$ cat config.mk
export PLATFORM = sky130hd
export DESIGN_NAME = hdrv_startup_ctrl
export DESIGN_NICKNAME = d
export VERILOG_FILES = /design/src/rtl/hdrv_pkg.sv /design/src/rtl/hdrv_seq.sv /design/src/rtl/hdrv_ramp.sv /design/src/rtl/hdrv_pwm.sv /design/src/rtl/hdrv_startup_ctrl.sv
export SDC_FILE = /design/constraint.sdc
export NUM_CORES = 1
export LEC_CHECK = 0
export BUFFER_PORTS_ARGS = -buffer_cell sky130_fd_sc_hd__buf_2
export CAP_MARGIN = 20
export CORE_UTILIZATION = 58
export DETAILED_ROUTE_END_ITERATION = 16
export PLACE_DENSITY = 0.82
export SLEW_MARGIN = 20
export SYNTH_ARGS = -nofsm -noshare
export SYNTH_HDL_FRONTEND = slang
export SYNTH_HIERARCHICAL = 1
export SYNTH_SLANG_ARGS = --single-unit
$ cat constraint.sdc
create_clock -name clk -period 1.12 [get_ports clk]
set_input_delay 0.056 -clock clk [delete_from_list [all_inputs] [get_ports clk]]
set_output_delay 0.056 -clock clk [all_outputs]
set_load 0.03 [all_outputs]
$ cat src/rtl/hdrv_pkg.sv
package hdrv_pkg;
  localparam int DUTY_W    = 7;
  localparam int DUTY_HALF = 1 << (DUTY_W - 1);

  typedef enum logic [1:0] {
    DRV_OFF  = 2'd0,
    DRV_RAMP = 2'd1,
    DRV_ON   = 2'd2
  } drv_e;
endpackage

$ cat src/rtl/hdrv_seq.sv
module hdrv_seq
  import hdrv_pkg::*;
(
  input  logic clk,
  input  logic rst_n,
  input  logic stby_n,
  input  logic cfg_done,
  input  logic start_mode,
  input  logic cal_done,
  input  logic in_lock,
  input  logic ramp_full,
  output logic cal_req,
  output drv_e drv_st
);
  logic busy_q, busy_d;
  logic cal_q, cal_d;
  drv_e drv_q, drv_d;

  always_comb begin
    busy_d = busy_q;
    cal_d  = cal_q;
    drv_d  = drv_q;
    if (!stby_n) begin
      busy_d = 1'b0;
      cal_d  = 1'b0;
      drv_d  = DRV_OFF;
    end else if (!busy_q) begin
      if (cfg_done) begin
        busy_d = 1'b1;
        cal_d  = 1'b1;
        if (!start_mode) drv_d = DRV_RAMP;
      end
    end else begin
      if (cal_q) begin
        if (cal_done) begin
          cal_d = 1'b0;
          if (drv_q == DRV_OFF) drv_d = DRV_RAMP;
        end
      end else if (drv_q != DRV_OFF && !in_lock) begin
        cal_d = 1'b1;
      end
      if (drv_q == DRV_RAMP && ramp_full) drv_d = DRV_ON;
    end
  end

  always_ff @(posedge clk or negedge rst_n) begin
    if (!rst_n) begin
      busy_q <= 1'b0;
      cal_q  <= 1'b0;
      drv_q  <= DRV_OFF;
    end else begin
      busy_q <= busy_d;
      cal_q  <= cal_d;
      drv_q  <= drv_d;
    end
  end

  assign cal_req = cal_q;
  assign drv_st  = drv_q;
endmodule

$ cat src/rtl/hdrv_ramp.sv
module hdrv_ramp
  import hdrv_pkg::*;
#(
  parameter int RAMP_DIV = 2
) (
  input  logic              clk,
  input  logic              rst_n,
  input  logic              clr,
  input  logic              run,
  input  logic              line_tick,
  output logic [DUTY_W-1:0] duty,
  output logic              full
);
  logic              step;
  logic [DUTY_W-1:0] duty_q, duty_d;
  logic              duty_en;

  generate
    if (RAMP_DIV > 1) begin : g_pre
      localparam int PRE_W = $clog2(RAMP_DIV);
      localparam logic [PRE_W-1:0] PRE_LAST = PRE_W'(RAMP_DIV - 1);
      logic [PRE_W-1:0] pre_q, pre_d;
      logic             pre_en;

      always_comb begin
        pre_en = 1'b0;
        pre_d  = pre_q;
        if (!run) begin
          pre_en = (pre_q != '0);
          pre_d  = '0;
        end else if (line_tick) begin
          pre_en = 1'b1;
          pre_d  = (pre_q == PRE_LAST) ? '0 : pre_q + 1'b1;
        end
      end

      always_ff @(posedge clk or negedge rst_n) begin
        if (!rst_n)      pre_q <= '0;
        else if (pre_en) pre_q <= pre_d;
      end

      assign step = run && line_tick && (pre_q == PRE_LAST);
    end else begin : g_nopre
      assign step = run && line_tick;
    end
  endgenerate

  assign full = (duty_q == DUTY_W'(DUTY_HALF));

  always_comb begin
    duty_en = 1'b0;
    duty_d  = duty_q;
    if (clr) begin
      duty_en = (duty_q != '0);
      duty_d  = '0;
    end else if (step && !full) begin
      duty_en = 1'b1;
      duty_d  = duty_q + 1'b1;
    end
  end

  always_ff @(posedge clk or negedge rst_n) begin
    if (!rst_n)       duty_q <= '0;
    else if (duty_en) duty_q <= duty_d;
  end

  assign duty = duty_q;
endmodule

$ cat src/rtl/hdrv_pwm.sv
module hdrv_pwm
  import hdrv_pkg::*;
#(
  parameter int LINE_CLKS = 16
) (
  input  logic              clk,
  input  logic              rst_n,
  input  logic              enable,
  input  logic [DUTY_W-1:0] duty,
  output logic              pulse
);
  localparam int LC_W   = (LINE_CLKS > 1) ? $clog2(LINE_CLKS) : 1;
  localparam int PROD_W = LC_W + DUTY_W + 1;
  localparam logic [LC_W-1:0] CNT_LAST = LC_W'(LINE_CLKS - 1);

  logic [LC_W-1:0]   cnt_q, cnt_d;
  logic [PROD_W-1:0] prod;
  logic [LC_W:0]     thr;
  logic              pulse_q, pulse_d;

  always_comb begin
    cnt_d   = (cnt_q == CNT_LAST) ? '0 : cnt_q + 1'b1;
    prod    = PROD_W'(duty) * PROD_W'(LINE_CLKS);
    thr     = prod[PROD_W-1:DUTY_W];
    pulse_d = enable && ({1'b0, cnt_q} < thr);
  end

  always_ff @(posedge clk or negedge rst_n) begin
    if (!rst_n) begin
      cnt_q   <= '0;
      pulse_q <= 1'b0;
    end else begin
      cnt_q   <= cnt_d;
      pulse_q <= pulse_d;
    end
  end

  assign pulse = pulse_q;
endmodule

$ cat src/rtl/hdrv_startup_ctrl.sv
module hdrv_startup_ctrl
  import hdrv_pkg::*;
#(
  parameter int LINE_CLKS = 16,
  parameter int RAMP_DIV  = 2
) (
  input  logic              clk,
  input  logic              rst_n,
  input  logic              cfg_loaded_i,
  input  logic              stby_n_i,
  input  logic              start_mode_i,
  input  logic              cal_done_i,
  input  logic              in_lock_i,
  input  logic              line_tick_i,
  output logic              cal_req_o,
  output logic              drive_en_o,
  output logic [DUTY_W-1:0] duty_o,
  output logic              hpulse_o
);
  logic [1:0] rst_sync_q;
  logic       rst_int_n;
  drv_e       drv_st;
  logic       ramp_full;
  logic       ramp_clr;
  logic       ramp_run;

  always_ff @(posedge clk or negedge rst_n) begin
    if (!rst_n) rst_sync_q <= 2'b00;
    else        rst_sync_q <= {rst_sync_q[0], 1'b1};
  end
  assign rst_int_n = rst_sync_q[1];

  hdrv_seq u_seq (
    .clk        (clk),
    .rst_n      (rst_int_n),
    .stby_n     (stby_n_i),
    .cfg_done   (cfg_loaded_i),
    .start_mode (start_mode_i),
    .cal_done   (cal_done_i),
    .in_lock    (in_lock_i),
    .ramp_full  (ramp_full),
    .cal_req    (cal_req_o),
    .drv_st     (drv_st)
  );

  assign ramp_clr   = !stby_n_i || (drv_st == DRV_OFF);
  assign ramp_run   = (drv_st == DRV_RAMP);
  assign drive_en_o = (drv_st != DRV_OFF);

  hdrv_ramp #(.RAMP_DIV(RAMP_DIV)) u_ramp (
    .clk       (clk),
    .rst_n     (rst_int_n),
    .clr       (ramp_clr),
    .run       (ramp_run),
    .line_tick (line_tick_i),
    .duty      (duty_o),
    .full      (ramp_full)
  );

  hdrv_pwm #(.LINE_CLKS(LINE_CLKS)) u_pwm (
    .clk    (clk),
    .rst_n  (rst_int_n),
    .enable (drive_en_o),
    .duty   (duty_o),
    .pulse  (hpulse_o)
  );
endmodule

==> flow_metrics.tcl, run 1 <==
set metrics [dict create \
    async_reset_ff_share_pct 100.0 \
    port-buffer-count 17 \
    synth.distinct_cells 38 \
    dpl.hpwl_mm 2.016 \
    stop_stage "global routing" \
    grt_max_degree 18 \
    dp_cells 168 \
    cts_max_path_buffers 2 \
    synth_area_leaders "dfrtp_1 46%, ha_1 7.2%, o21ai_0 3.4%" \
    worst-ep-kind "sequential cell input" \
    ys_ff_latch 19 \
    cts_buffers 3 \
    status "stopped before the end" \
    seq_area_frac_synth_pct 45.73 \
    h-tree-depth 1 \
    gp_congestion 0.8692 \
    start_util_pct 65.23 \
    synth_edf_count 0 \
    syn_nets 117 \
    num_rows 14 \
    netlist_area_um2 1040 \
    die_w_um 44.34 \
    place_area_um2 1374 \
    io-pin-count 18 \
    root_buffer "clkbuf_4" \
    stop_error "[ERROR DPL-0038] Utilization greater than 100%, impossible to legalize" \
    cts_sinks 19 \
    synth_largest_area_cell "dfrtp_1" \
    synth.avg_cell_area_um2 10.09 \
    die_h_um 44.34 \
    synthFlopType "dfrtp_1" \
    synth_top_area_share_pct 45.73 \
    worst_endpoint "u_ramp/duty[2]$_DFFE_PN0P_/D" \
    synth-warning-count 6 \
    synthCells 103 \
]
[logic make-up after synthesis]
kind of cell,synth area share (%)
fa+ha+maj,7.220
other cells,0.3607
buf+inv,3.249
xor+xnor,1.685
simple gates,23.10
mux,2.166
flops,45.73
compound gates,16.49
[Yosys cell counts, drive strengths merged (2+ instances only)]
cell type	n
o211ai	2
nand2b	2
nand2	3
mux2	2
nand3	3
ha	6
nor3b	2
o311ai	2
a21oi	5
or2	2
o21ai	7
and3	2
xor2	2
inv	8
a31oi	2
dfrtp	19
nand4	5
o2111ai	2
or3	2
nor2	5
nor2b	5
nor3	2
[repair_timing]
| action | CTS |
|---|---|
| hold endpoints to repair | 3 |
| buffers inserted | 4 |
| pin swaps | 7 |
| setup endpoints to repair | 15 |
| resized for setup | 27 |
| hold buffers | 2 |
[stage by stage]
step | util (%) | setup slack (ps)
after floorplan | - | -532.4
after global placement | 86.19 | -412.7
after detailed placement | 86.19 | -434.0
after CTS | 96.86 | -443.7
==> run 2: changes to the inputs <==
Settings changed: CORE_AREA set to 2 2 63 65, CORE_UTILIZATION 58 to unset, DIE_AREA set to 0 0 65 67, PLACE_DENSITY 0.82 to unset, PLACE_DENSITY_LB_ADDON set to 0.15.
==> flow_metrics.tcl, run 2 <==
set metrics [dict create \
    nets 174 \
    root_buffer "clkbuf_8" \
    p_per_area_nw_per_um2 852.2 \
    required_ps 1250 \
    drc 0 \
    antenna_left 0 \
    antenna_found_initial 0 \
    cts_tree "yes" \
    grt_max_degree 12 \
    synth-warning-count 6 \
    finalCritPeriodShare_pct 142.2 \
    worst_ir_drop_vdd_mv 0.5271 \
    fp.coreArea_um2 3606 \
    async_reset_ff_share_pct 100.0 \
    multi_input_area_um2 636.9 \
    start_util_pct 28.83 \
    n_antenna_cell 0 \
    h-tree-depth 1 \
    dpl.hpwl_mm 1.992 \
    firstDrtPassIters 4 \
    arrival_ps 1730 \
    setup_viol 11 \
    cap_violations 0 \
    synth.avg_cell_area_um2 10.09 \
    grt_pass1_vias 981 \
    finalHoldViolations 0 \
    avgViaCountPerCell 4.758 \
    start_kind "register" \
    synthFlopType "dfrtp_1" \
    finalWirelength_mm 2.680 \
    violations "negative setup slack" \
    netlist_area_um2 1040 \
    nFillCells 342 \
    wl_per_cell_um 12.95 \
    grt_first_pass_wirelength_mm 4.671 \
    cts_sinks 19 \
    synth.distinct_cells 38 \
    clkTransAtPathRegs_ps 70 \
    whs_ps 51.33 \
    cp-end-kind "register" \
    post-place-ws_ps -450.5 \
    io-pin-count 18 \
    die_h_um 67 \
    grt_overflow_total 0 \
    slew_viol_final 0 \
    path_max_fanout 3 \
    insertion_delay_ps 250 \
    rrSetupSlack_ps -470 \
    fmax_ghz 0.6279 \
    crit_type "register to register" \
    finalCriticalPeriod_ps 1593 \
    syn_nets 117 \
    gp_congestion 0.8776 \
    largest_reg_flops 7 \
    synth_top_area_share_pct 45.73 \
    hp-class "primary input to register" \
    fin_skew_ps 5.915 \
    num_vias 985 \
    synth_largest_area_cell "dfrtp_1" \
    layout_common_cells "28 x buf_4, 16 x buf_2, 11 x dfrtp_1, 8 x buf_6, 8 x dfrtp_2" \
    synthToLayoutAreaGrowth_pct 58.84 \
    die_area_um2 4355 \
    rsz0062_at_grt "yes" \
    seq_area_um2 485.5 \
    seq_area_frac_synth_pct 45.73 \
    synthCells 103 \
    die_w_um 65 \
    status "complete, but fails checks" \
    num_rows 22 \
    grt_usage_pct 13.78 \
    yosysMostFrequentCell "dfrtp_1" \
    ys_ff_latch 19 \
    synth_area_leaders "dfrtp_1 46%, ha_1 7.2%, o21ai_0 3.4%" \
    cts_buffers 3 \
    synth_edf_count 0 \
    final_layout_size_suffix_gt1_share_pct 56.60 \
    leakage_uw 0.0007489 \
    port-buffer-count 17 \
    cts_max_path_buffers 2 \
    synth.top_cells.by_count "19 x dfrtp_1, 8 x inv_1, 7 x o21ai_0" \
    final_common_cell "buf_4" \
    fin_ws_ps -472.6 \
    drt_iter0_markers 76 \
]
-- run 2: path summary, 6_finish.rpt --
| path | endpoint | startpoint | cells after the start |
|---|---|---|---|
| max in group asynchronous | u_ramp/duty[5] | rst_sync_q[1] | 1 |
| max reg2reg | u_ramp/duty[2] | u_ramp/duty[4] | 3 |
| min reg2reg | u_seq/busy_q | rst_sync_q[1] | 1 |
| min in group asynchronous | rst_sync_q[1] | rst_n | 2 |
| max | u_ramp/duty[2] | u_ramp/duty[4] | 3 |
| min | u_seq/busy_q | cfg_loaded_i | 2 |
-- run 2: layout make-up --
class | count | share of cell area (%)
Clock buffer | 3 | 2.500
Inverter | 8 | 1.970
Tap cell | 48 | 3.636
Clock inverter | 1 | 0.3030
Sequential cell | 19 | 29.39
Timing Repair Buffer | 53 | 23.64
Multi-Input combinational cell | 75 | 38.56
-- run 2: per-layer routing --
| layer | global-route usage, % | vias to the layer above | part of all wire, % |
|---|---|---|---|
| met4 | 3.191 | 0 | 0 |
| met5 | 0 | - | 0 |
| li1 | - | 492 | - |
| met2 | 22.55 | 15 | 49 |
| met3 | 2.872 | 0 | 3.2 |
| met1 | 18.57 | 478 | 47 |
-- run 2: cells by family (layout without fill, tap and decap cells) --
logic type	Yosys count	in the layout	share of synthesized area (%)
AO/OA/AOI/OAI	25	25	16.49
XOR/XNOR	2	2	1.685
adder cells (fa/ha/maj)	6	6	7.220
buffers and inverters	9	65	3.249
flip-flops	19	19	45.73
multiplexers	2	2	2.166
other	1	1	0.3607
AND/OR/NAND/NOR	39	39	23.10
-- run 2: through the flow --
| stage | cell area (um^2) | utilization [%] | cells | power, uW | setup TNS (ps) |
|---|---|---|---|---|---|
| 6_report | 1652 | 45.80 | 207 | 1408 | -3789 |
| 5_1_grt | 1652 | 45.80 | 207 | 1483 | -4351 |
| 4_1_cts | 1595 | 44.24 | 204 | 1418 | -3661 |
| 3_5_place_dp | 1434 | 39.76 | 196 | 914.4 | -3465 |
| 3_3_place_gp | 1434 | 39.76 | 196 | 912.8 | -3314 |
| 2_1_floorplan | 1075 | - | 103 | 823.0 | -3235 |
-- run 2: worst max-delay path, cell delays in order (launching register included) --
cell and delay (ps):
dfrtp_2 400, or4_4 580, o211ai_2 180, mux2_4 320
-- run 2: repair_timing --
item / CTS / global route
resized for setup: 24 / 8
endpoints found under the hold margin: 2 / 0
pin swaps: 6 / 8
endpoints found under the setup margin: 11 / 13
buffers inserted: 3 / 3
hold buffers: 1 / 0
-- run 2: where the power goes --
group | internal [uW] | switching, uW
combinational | 114 | 105
clock | 247 | 222
sequential | 705 | 16.4
total | 1060 | 343
Note: power is estimated with default switching activity, not from simulation.
